--- src/rtl/dc_pkg.sv ---
package dc_pkg;
  typedef enum logic [1:0] {
    MODE_HOLD  = 2'd0,
    MODE_COUNT = 2'd1,
    MODE_LOAD  = 2'd2,
    MODE_CLEAR = 2'd3
  } mode_e;
endpackage

--- src/rtl/dc_mode_dec.sv ---
module dc_mode_dec
  import dc_pkg::*;
(
  input  logic  clr_ni,
  input  logic  load_ni,
  input  logic  enp_i,
  input  logic  ent_i,
  output mode_e mode_o
);
  // priority: clear > load > count > hold
  always_comb begin
    if (!clr_ni)             mode_o = MODE_CLEAR;
    else if (!load_ni)       mode_o = MODE_LOAD;
    else if (enp_i && ent_i) mode_o = MODE_COUNT;
    else                     mode_o = MODE_HOLD;
  end
endmodule

--- src/rtl/dc_step.sv ---
module dc_step #(
  parameter int W   = 4,
  parameter int MOD = 10
) (
  input  logic [W-1:0] q_i,
  output logic [W-1:0] inc_o
);
  localparam logic [W-1:0] LAST   = W'(MOD - 1);
  localparam logic [W-1:0] MODV   = W'(MOD);
  localparam logic [W:0]   MIRROR = (W+1)'((1 << W) + 1);

  logic [W:0]   mirrored;
  logic [W-1:0] odd_exit;

  assign mirrored = MIRROR - {1'b0, q_i};
  // odd illegal codes jump back down; clamp keeps any other modulus legal
  assign odd_exit = (mirrored[W-1:0] >= MODV) ? '0 : mirrored[W-1:0];

  always_comb begin
    if (q_i == LAST)      inc_o = '0;
    else if (q_i < MODV)  inc_o = q_i + 1'b1;
    else if (!q_i[0])     inc_o = q_i + 1'b1;
    else                  inc_o = odd_exit;
  end
endmodule

--- src/rtl/dc_carry.sv ---
module dc_carry #(
  parameter int W   = 4,
  parameter int MOD = 10
) (
  input  logic [W-1:0] q_i,
  input  logic         ent_i,
  output logic         rco_o
);
  localparam logic [W-1:0] LAST = W'(MOD - 1);
  assign rco_o = ent_i & (q_i == LAST);
endmodule

--- src/rtl/decade_counter.sv ---
module decade_counter #(
  parameter int W   = 4,
  parameter int MOD = 10
) (
  input  logic         clk_i,
  input  logic         rst_ni,
  input  logic         clr_ni,
  input  logic         load_ni,
  input  logic         enp_i,
  input  logic         ent_i,
  input  logic [W-1:0] data_i,
  output logic [W-1:0] q_o,
  output logic         rco_o
);
  import dc_pkg::*;

  mode_e        mode;
  logic [W-1:0] cnt_q, cnt_d, inc;

  dc_mode_dec u_mode (
    .clr_ni (clr_ni),
    .load_ni(load_ni),
    .enp_i  (enp_i),
    .ent_i  (ent_i),
    .mode_o (mode)
  );

  dc_step #(.W(W), .MOD(MOD)) u_step (
    .q_i  (cnt_q),
    .inc_o(inc)
  );

  dc_carry #(.W(W), .MOD(MOD)) u_carry (
    .q_i  (cnt_q),
    .ent_i(ent_i),
    .rco_o(rco_o)
  );

  always_comb begin
    unique case (mode)
      MODE_CLEAR: cnt_d = '0;
      MODE_LOAD:  cnt_d = data_i;
      MODE_COUNT: cnt_d = inc;
      default:    cnt_d = cnt_q;
    endcase
  end

  always_ff @(posedge clk_i or negedge rst_ni) begin
    if (!rst_ni) cnt_q <= '0;
    else         cnt_q <= cnt_d;
  end

  assign q_o = cnt_q;
endmodule

--- config.mk ---
export PLATFORM = sky130hd
export DESIGN_NAME = decade_counter
export DESIGN_NICKNAME = d
export VERILOG_FILES = /design/src/rtl/dc_pkg.sv /design/src/rtl/dc_mode_dec.sv /design/src/rtl/dc_step.sv /design/src/rtl/dc_carry.sv /design/src/rtl/decade_counter.sv
export SDC_FILE = /design/constraint.sdc
export NUM_CORES = 1
export LEC_CHECK = 0
export CAP_MARGIN = 20
export CORE_AREA = 8 8 45 47
export DETAILED_ROUTE_END_ITERATION = 8
export DIE_AREA = 0 0 53 55
export PLACE_DENSITY = 0.64
export RECOVER_POWER = 25
export SETUP_SLACK_MARGIN = 0.02
export SLEW_MARGIN = 10
export SYNTH_ARGS = -nofsm -noshare
export SYNTH_HDL_FRONTEND = slang
export SYNTH_SLANG_ARGS = --single-unit
--- constraint.sdc ---
create_clock -name clk_i -period 1.3 [get_ports clk_i]
set_input_delay 0.13 -clock clk_i [delete_from_list [all_inputs] [get_ports clk_i]]
set_output_delay 0.13 -clock clk_i [all_outputs]
set_load 0.02 [all_outputs]
==> results of run 1 <==
per-layer routing:
layer	global-route usage, %	up-vias	part of all wire, %
met1	10.7	228	41
met5	0	-	0
li1	-	243	-
met4	7.76	0	0
met2	16.6	5	58
met3	1.60	0	0.98
logic make-up (layout without fill, tap and decap cells):
logic type,after synthesis,count (layout),share of synthesized area [%]
AND/OR/NAND/NOR,17,17,23.0
AO/OA/AOI/OAI,15,15,26.6
buffers and inverters,6,37,7.46
adder cells (fa/ha/maj),5,5,14.9
flip-flops,4,4,23.9
XOR/XNOR,2,2,4.18
power by group:
part	switching (mW)	internal [mW]
logic	0.124	0.147
registers	0.0115	0.136
clock network	0.0579	0.116
critical path: stages (launching register included):
cell and delay (ns):
dfrtp_2 0.41, inv_2 0.08, ha_4 0.13, nand2_4 0.06, nor3b_2 0.15, buf_4 0.16
what timing repair did:
action,4_1_cts,5_1_grt
pin swaps,1,7
endpoints found under the hold margin,0,0
endpoints found under the setup margin,9,7
resized for setup,18,17
buffers inserted,2,1
hold buffers,0,0
per-stage QoR:
step           cells  util [%]  cell area, um2  setup TNS [ns]  total power, mW
2_1_floorplan     49         -             464         -0.0622            0.260
3_3_place_gp      89      50.5             698          -0.617            0.361
3_5_place_dp      89      50.5             698          -0.645            0.366
6_report          96      60.3             835         -0.0911            0.592
5_1_grt           96      60.3             835          -0.357            0.635
4_1_cts           95      55.9             773          -0.273            0.565
how the worst min path moves through the flow:
stage | slack, ns | from | endpoint | depth (start not counted)
floorplan | -0.17 | rst_ni | q_o[0] | 0
global placement | 0.35 | rst_ni | q_o[3] | 1
detailed placement | 0.35 | rst_ni | q_o[3] | 1
CTS | 0.09 | rst_ni | q_o[2] | 1
global route | 0.16 | rst_ni | q_o[2] | 1
finish | 0.16 | rst_ni | q_o[3] | 1
layout by cell type, fill, tap and decap left out, types with 2 or more instances in the layout:
cell,n
a21oi_2,3
ha_4,3
clkbuf_4,3
clkdlybuf4s15_1,2
o21ai_0,3
nor3b_2,2
dfrtp_2,3
nand3_1,4
buf_4,13
clkbuf_2,2
clkdlybuf4s50_1,8
nand2_1,2
buf_6,4
final cells by class:
| cell class | instances | area, um2 | share of cell area [%] |
|---|---|---|---|
| Clock buffer | 4 | 26.3 | 3.15 |
| Tap cell | 16 | 20.0 | 2.40 |
| Inverter | 3 | 13.8 | 1.65 |
| Multi-Input combinational cell | 39 | 408 | 48.9 |
| Timing Repair Buffer | 30 | 263 | 31.5 |
| Sequential cell | 4 | 104 | 12.4 |
==> summary.md, run 1 <==
| Metric | Value |
|---|---|
| Clock Latency Late Sink | 0.23 ns |
| Final count of pins violating max slew | 0 |
| HP Class | primary input to asynchronous set/reset pin |
| Status | finished with violations |
| Layout cells sized above 1 | 57.5% |
| H-Tree Depth | 1 |
| P&R area growth vs syn | 99.1% |
| R2R cell count | 6 |
| R2r setup slk | -0.03 ns |
| Slew headroom | 85.5% |
| Final GP Congestion | 0.695 |
| Ports | 15 |
| CTS root buf | clkbuf_4 |
| CP Data Required Time | 1.17 ns |
| Clock transition at path regs | 0.04 ns |
| TritonCTS clock tree | done |
| Post-synth EDFFs | 0 |
| Main synth FF type | dfrtp_1 |
| Total Nets Final | 96 |
| DP HPWL | 1020 um |
| Violated checks | setup timing |
| Die footprint | 0.00292 mm2 |
| Maxcap violations | 0 |
| CP Launch Type | flip-flop |
| FILL cells | 120 |
| Vias/cell | 4.96 |
| Hold WS | 0.161 ns |
| First-pass GRT wire length | 2080 um |
| 1st-pass router iterations | 3 |
| Sequential area share after synthesis | 23.9% |
| DIE WIDTH | 53 um |
| Unrepaired setup endpoints after global routing | yes |
| Final setup fails | 3 |
| Synthesized instance count | 49 |
| Dpl ws | -0.267 ns |
| DRC Markers | 0 |
| Iteration-0 DRC Markers | 7 |
| Yosys top cell by area | dfrtp_1 |
| Vias in the first global route | 470 |
| Asr flop ratio synth | 100% |
| Largest register FFs | 4 |
| Yosys top cell area share | 23.9% |
| Detailed-route via count | 476 |
| PnR worst setup slack | -0.0509 ns |
| Routed wire length | 1330 um |
| # clock sinks | 4 |
| RR Startpoint | q_o[2] |
| Largest net degree at the start of global routing | 11 |
| Final Hold Fails | 0 |
| Setup Skew | 0.000120 ns |
| #FFs+latches synth | 4 |
| Top post-synthesis cells by count | ha_1 (5), nand3_1 (5), a21oi_1 (4), dfrtp_1 (4), nand2_1 (4) |
| Min Tclk post-route | 1.35 ns |
| Mapped cell area | 419 um2 |
| Core area | 0.00138 mm2 |
| F_max | 740 MHz |
| Critical Path End | rco_o |
| # rows | 14 |
| Total GRT Usage | 9.81% |
| CP startpoint | q_o[1] |
| N_diodes | 0 |
| Num CTS Buffers | 3 |
| Clk buf depth | 2 |
| Initial Util | 30.3% |
| Max IR drop VDD | 0.431 mV |
| Die Y | 55 um |
| Routed len/inst | 13.9 um |
| Synth area leaders | dfrtp_1 (24%), ha_1 (15%), nand3_1 (6.0%) |
| Initial antenna violation count | 0 |
| Synthesized area per cell | 8.55 um2 |
| Distinct cell type count after synthesis | 25 |
| Setup Crit Path Kind | flip-flop to output port |
| Final ANT Viol Nets | 0 |
| R2R Path End | q_o[3] |
| Mapped Nets | 64 |
| Critical path arrival | 1.22 ns |
| Worst-Margin Slew | 0.215 ns |
| Crit-path max FO | 2 |
| Leak Pwr | 0.359 nW |
| Number of port buffers | 14 |
| Crit end category | output port |
| PD cells | 709 mW/mm2 |
| Period Utilization, post-route | 104% |
| GRT overflow | 0 |
| Total number of yosys warnings | 0 |
Power figures use the tool's default switching activity.
==> run 2: changes to the inputs <==
--- a/config.mk
+++ b/config.mk
@@ -5,11 +5,12 @@
 export SDC_FILE = /design/constraint.sdc
 export NUM_CORES = 1
 export LEC_CHECK = 0
+export ABC_AREA = 1
 export CAP_MARGIN = 20
 export CORE_AREA = 8 8 45 47
 export DETAILED_ROUTE_END_ITERATION = 8
 export DIE_AREA = 0 0 53 55
-export PLACE_DENSITY = 0.64
+export PLACE_DENSITY = 0.65
 export RECOVER_POWER = 25
 export SETUP_SLACK_MARGIN = 0.02
 export SLEW_MARGIN = 10
==> summary.md, run 2 <==
| Metric | Value |
|---|---|
| CP Data Required Time | 1.17 ns |
| TritonCTS clock tree | done |
| Dpl ws | -0.199 ns |
| Final Hold Fails | 0 |
| P&R area growth vs syn | 71.6% |
| Core area | 0.00138 mm2 |
| Vias/cell | 4.79 |
| Layout cells sized above 1 | 31.9% |
| Maxcap violations | 0 |
| Dpl cells | 103 |
| First-pass GRT wire length | 2060 um |
| PD cells | 695 mW/mm2 |
| Total GRT Usage | 9.80% |
| Status | finished clean |
| Crit end category | output port |
| Setup Crit Path Kind | flip-flop to output port |
| Ports | 15 |
| Most frequent cells in the layout | nand2_1 (21), nand3_1 (12), clkdlybuf4s50_1 (8), buf_4 (8), inv_1 (6) |
| Final count of pins violating max slew | 0 |
| Synth area leaders | dfrtp_1 (23%), nand2_1 (18%), nand3_1 (15%) |
| Num CTS Buffers | 3 |
| Asr flop ratio synth | 100% |
| Vias in the first global route | 457 |
| Max IR drop VDD | 0.285 mV |
| Critical path arrival | 1.17 ns |
| Period Utilization, post-route | 99.7% |
| Mapped cell area | 427 um2 |
| DP HPWL | 1020 um |
| Worst-Margin Slew | 0.218 ns |
| CP Launch Type | flip-flop |
| DIE WIDTH | 53 um |
| Clock Latency Late Sink | 0.24 ns |
| Initial Util | 30.8% |
| Iteration-0 DRC Markers | 4 |
| Sequential area share after synthesis | 23.5% |
| CTS root buf | clkbuf_4 |
| GRT overflow | 0 |
| N_diodes | 0 |
| Commonest non-fill, non-tap cell in the layout | nand2_1 |
| Crit-path max FO | 2 |
| 1st-pass router iterations | 4 |
| Final ANT Viol Nets | 0 |
| PnR worst setup slack | 0.00413 ns |
| Synthesized instance count | 65 |
| Routed len/inst | 12.7 um |
| Final Instance Area | 732 um2 |
| Final setup fails | 0 |
| Distinct cell type count after synthesis | 17 |
| # rows | 14 |
| Unrepaired setup endpoints after global routing | yes |
| Detailed-route via count | 512 |
| Yosys top cell by area | dfrtp_1 |
| Final core occ | 52.9% |
| Main synth FF type | dfrtp_1 |
| Setup Skew | 0.000342 ns |
| Largest net degree at the start of global routing | 10 |
| Leak Pwr | 0.357 nW |
| H-Tree Depth | 1 |
| Number of port buffers | 14 |
| # clock sinks | 4 |
| Finished Layout Cells | 107 |
| Final GP Congestion | 0.866 |
| Die Y | 55 um |
| Area after DPL | 649 um2 |
| Initial antenna violation count | 0 |
| HP Class | primary input to asynchronous set/reset pin |
| Synthesized area per cell | 6.56 um2 |
| Clock transition at path regs | 0.04 ns |
| Yosys top cell area share | 23.5% |
| DRC Markers | 0 |
| Top post-synthesis cells by count | nand2_1 (21), nand3_1 (13), inv_1 (6) |
| Total Nets Final | 108 |
| Post-synth EDFFs | 0 |
| #FFs+latches synth | 4 |
| R2r setup slk | 0.05 ns |
| Min Tclk post-route | 1.30 ns |
| Die footprint | 0.00292 mm2 |
| Clk buf depth | 2 |
| Post-CTS Hold Fix Bufs | 0 |
| F_max | 772 MHz |
| Total number of yosys warnings | 0 |
| Count leader, synth | nand2_1 |
| Mapped Nets | 80 |
| Routed wire length | 1360 um |
| Slew headroom | 85.4% |
| Largest register FFs | 4 |
-- run 2: cells by family after synthesis --
family | count (synthesis) | synth area share, %
buf+inv | 10 | 9.68
fa+ha+maj | 5 | 14.7
compound gates | 3 | 4.99
simple gates | 42 | 45.2
flops | 4 | 23.5
xor+xnor | 1 | 2.05
-- run 2: area by class of cell --
class	count	area, um2
fill	156	652
multi-input combinational	51	335
sequential	4	103
inverter	9	33.8
clock buffer	3	22.5
tap	16	20.0
timing repair buffer	24	218
-- run 2: final timing paths --
kind / from / to / depth (start not counted)
max: q_o[1] / rco_o / 5
min: rst_ni / q_o[0] / 1
max reg2reg: q_o[1] / q_o[3] / 8
min reg2reg: q_o[2] / q_o[2] / 3
max in group asynchronous: rst_ni / q_o[1] / 1
min in group clk_i: data_i[2] / q_o[2] / 3
-- run 2: power by group --
group | internal [mW] | total, mW | leakage (nW) | switching (mW)
logic | 0.101 | 0.204 | 0.293 | 0.103
clock network | 0.104 | 0.162 | 0.0138 | 0.0582
registers | 0.134 | 0.143 | 0.0501 | 0.00837
-- run 2: per-stage QoR --
stage	setup TNS (ns)	power [mW]	hold slack (ns)
2_1_floorplan	0	0.233	-0.166
3_3_place_gp	-0.171	0.323	0.354
3_5_place_dp	-0.199	0.326	0.350
4_1_cts	0	0.492	0.0966
5_1_grt	-0.0975	0.539	0.191
6_report	0	0.509	0.173
-- run 2: critical path: stages, from the launching register on --
cell	delay, ns
dfrtp_2	0.40
inv_2	0.09
ha_4	0.13
nand3_4	0.07
nor2_4	0.11
buf_6	0.12
-- run 2: metal layers --
metal	part of all wire, %	global-route usage, %	vias up	wire (um)
li1	-	-	262	-
met1	43	11.0	227	582
met2	47	15.4	18	635
met3	6.7	1.87	5	91
met4	3.8	9.05	0	52
met5	0	0	-	0
-- run 2: what timing repair did --
item,CTS,global route
hold endpoints to repair,0,0
resized for setup,12,13
setup endpoints to repair,6,6
setup buffers,0,1
pin swaps,0,7
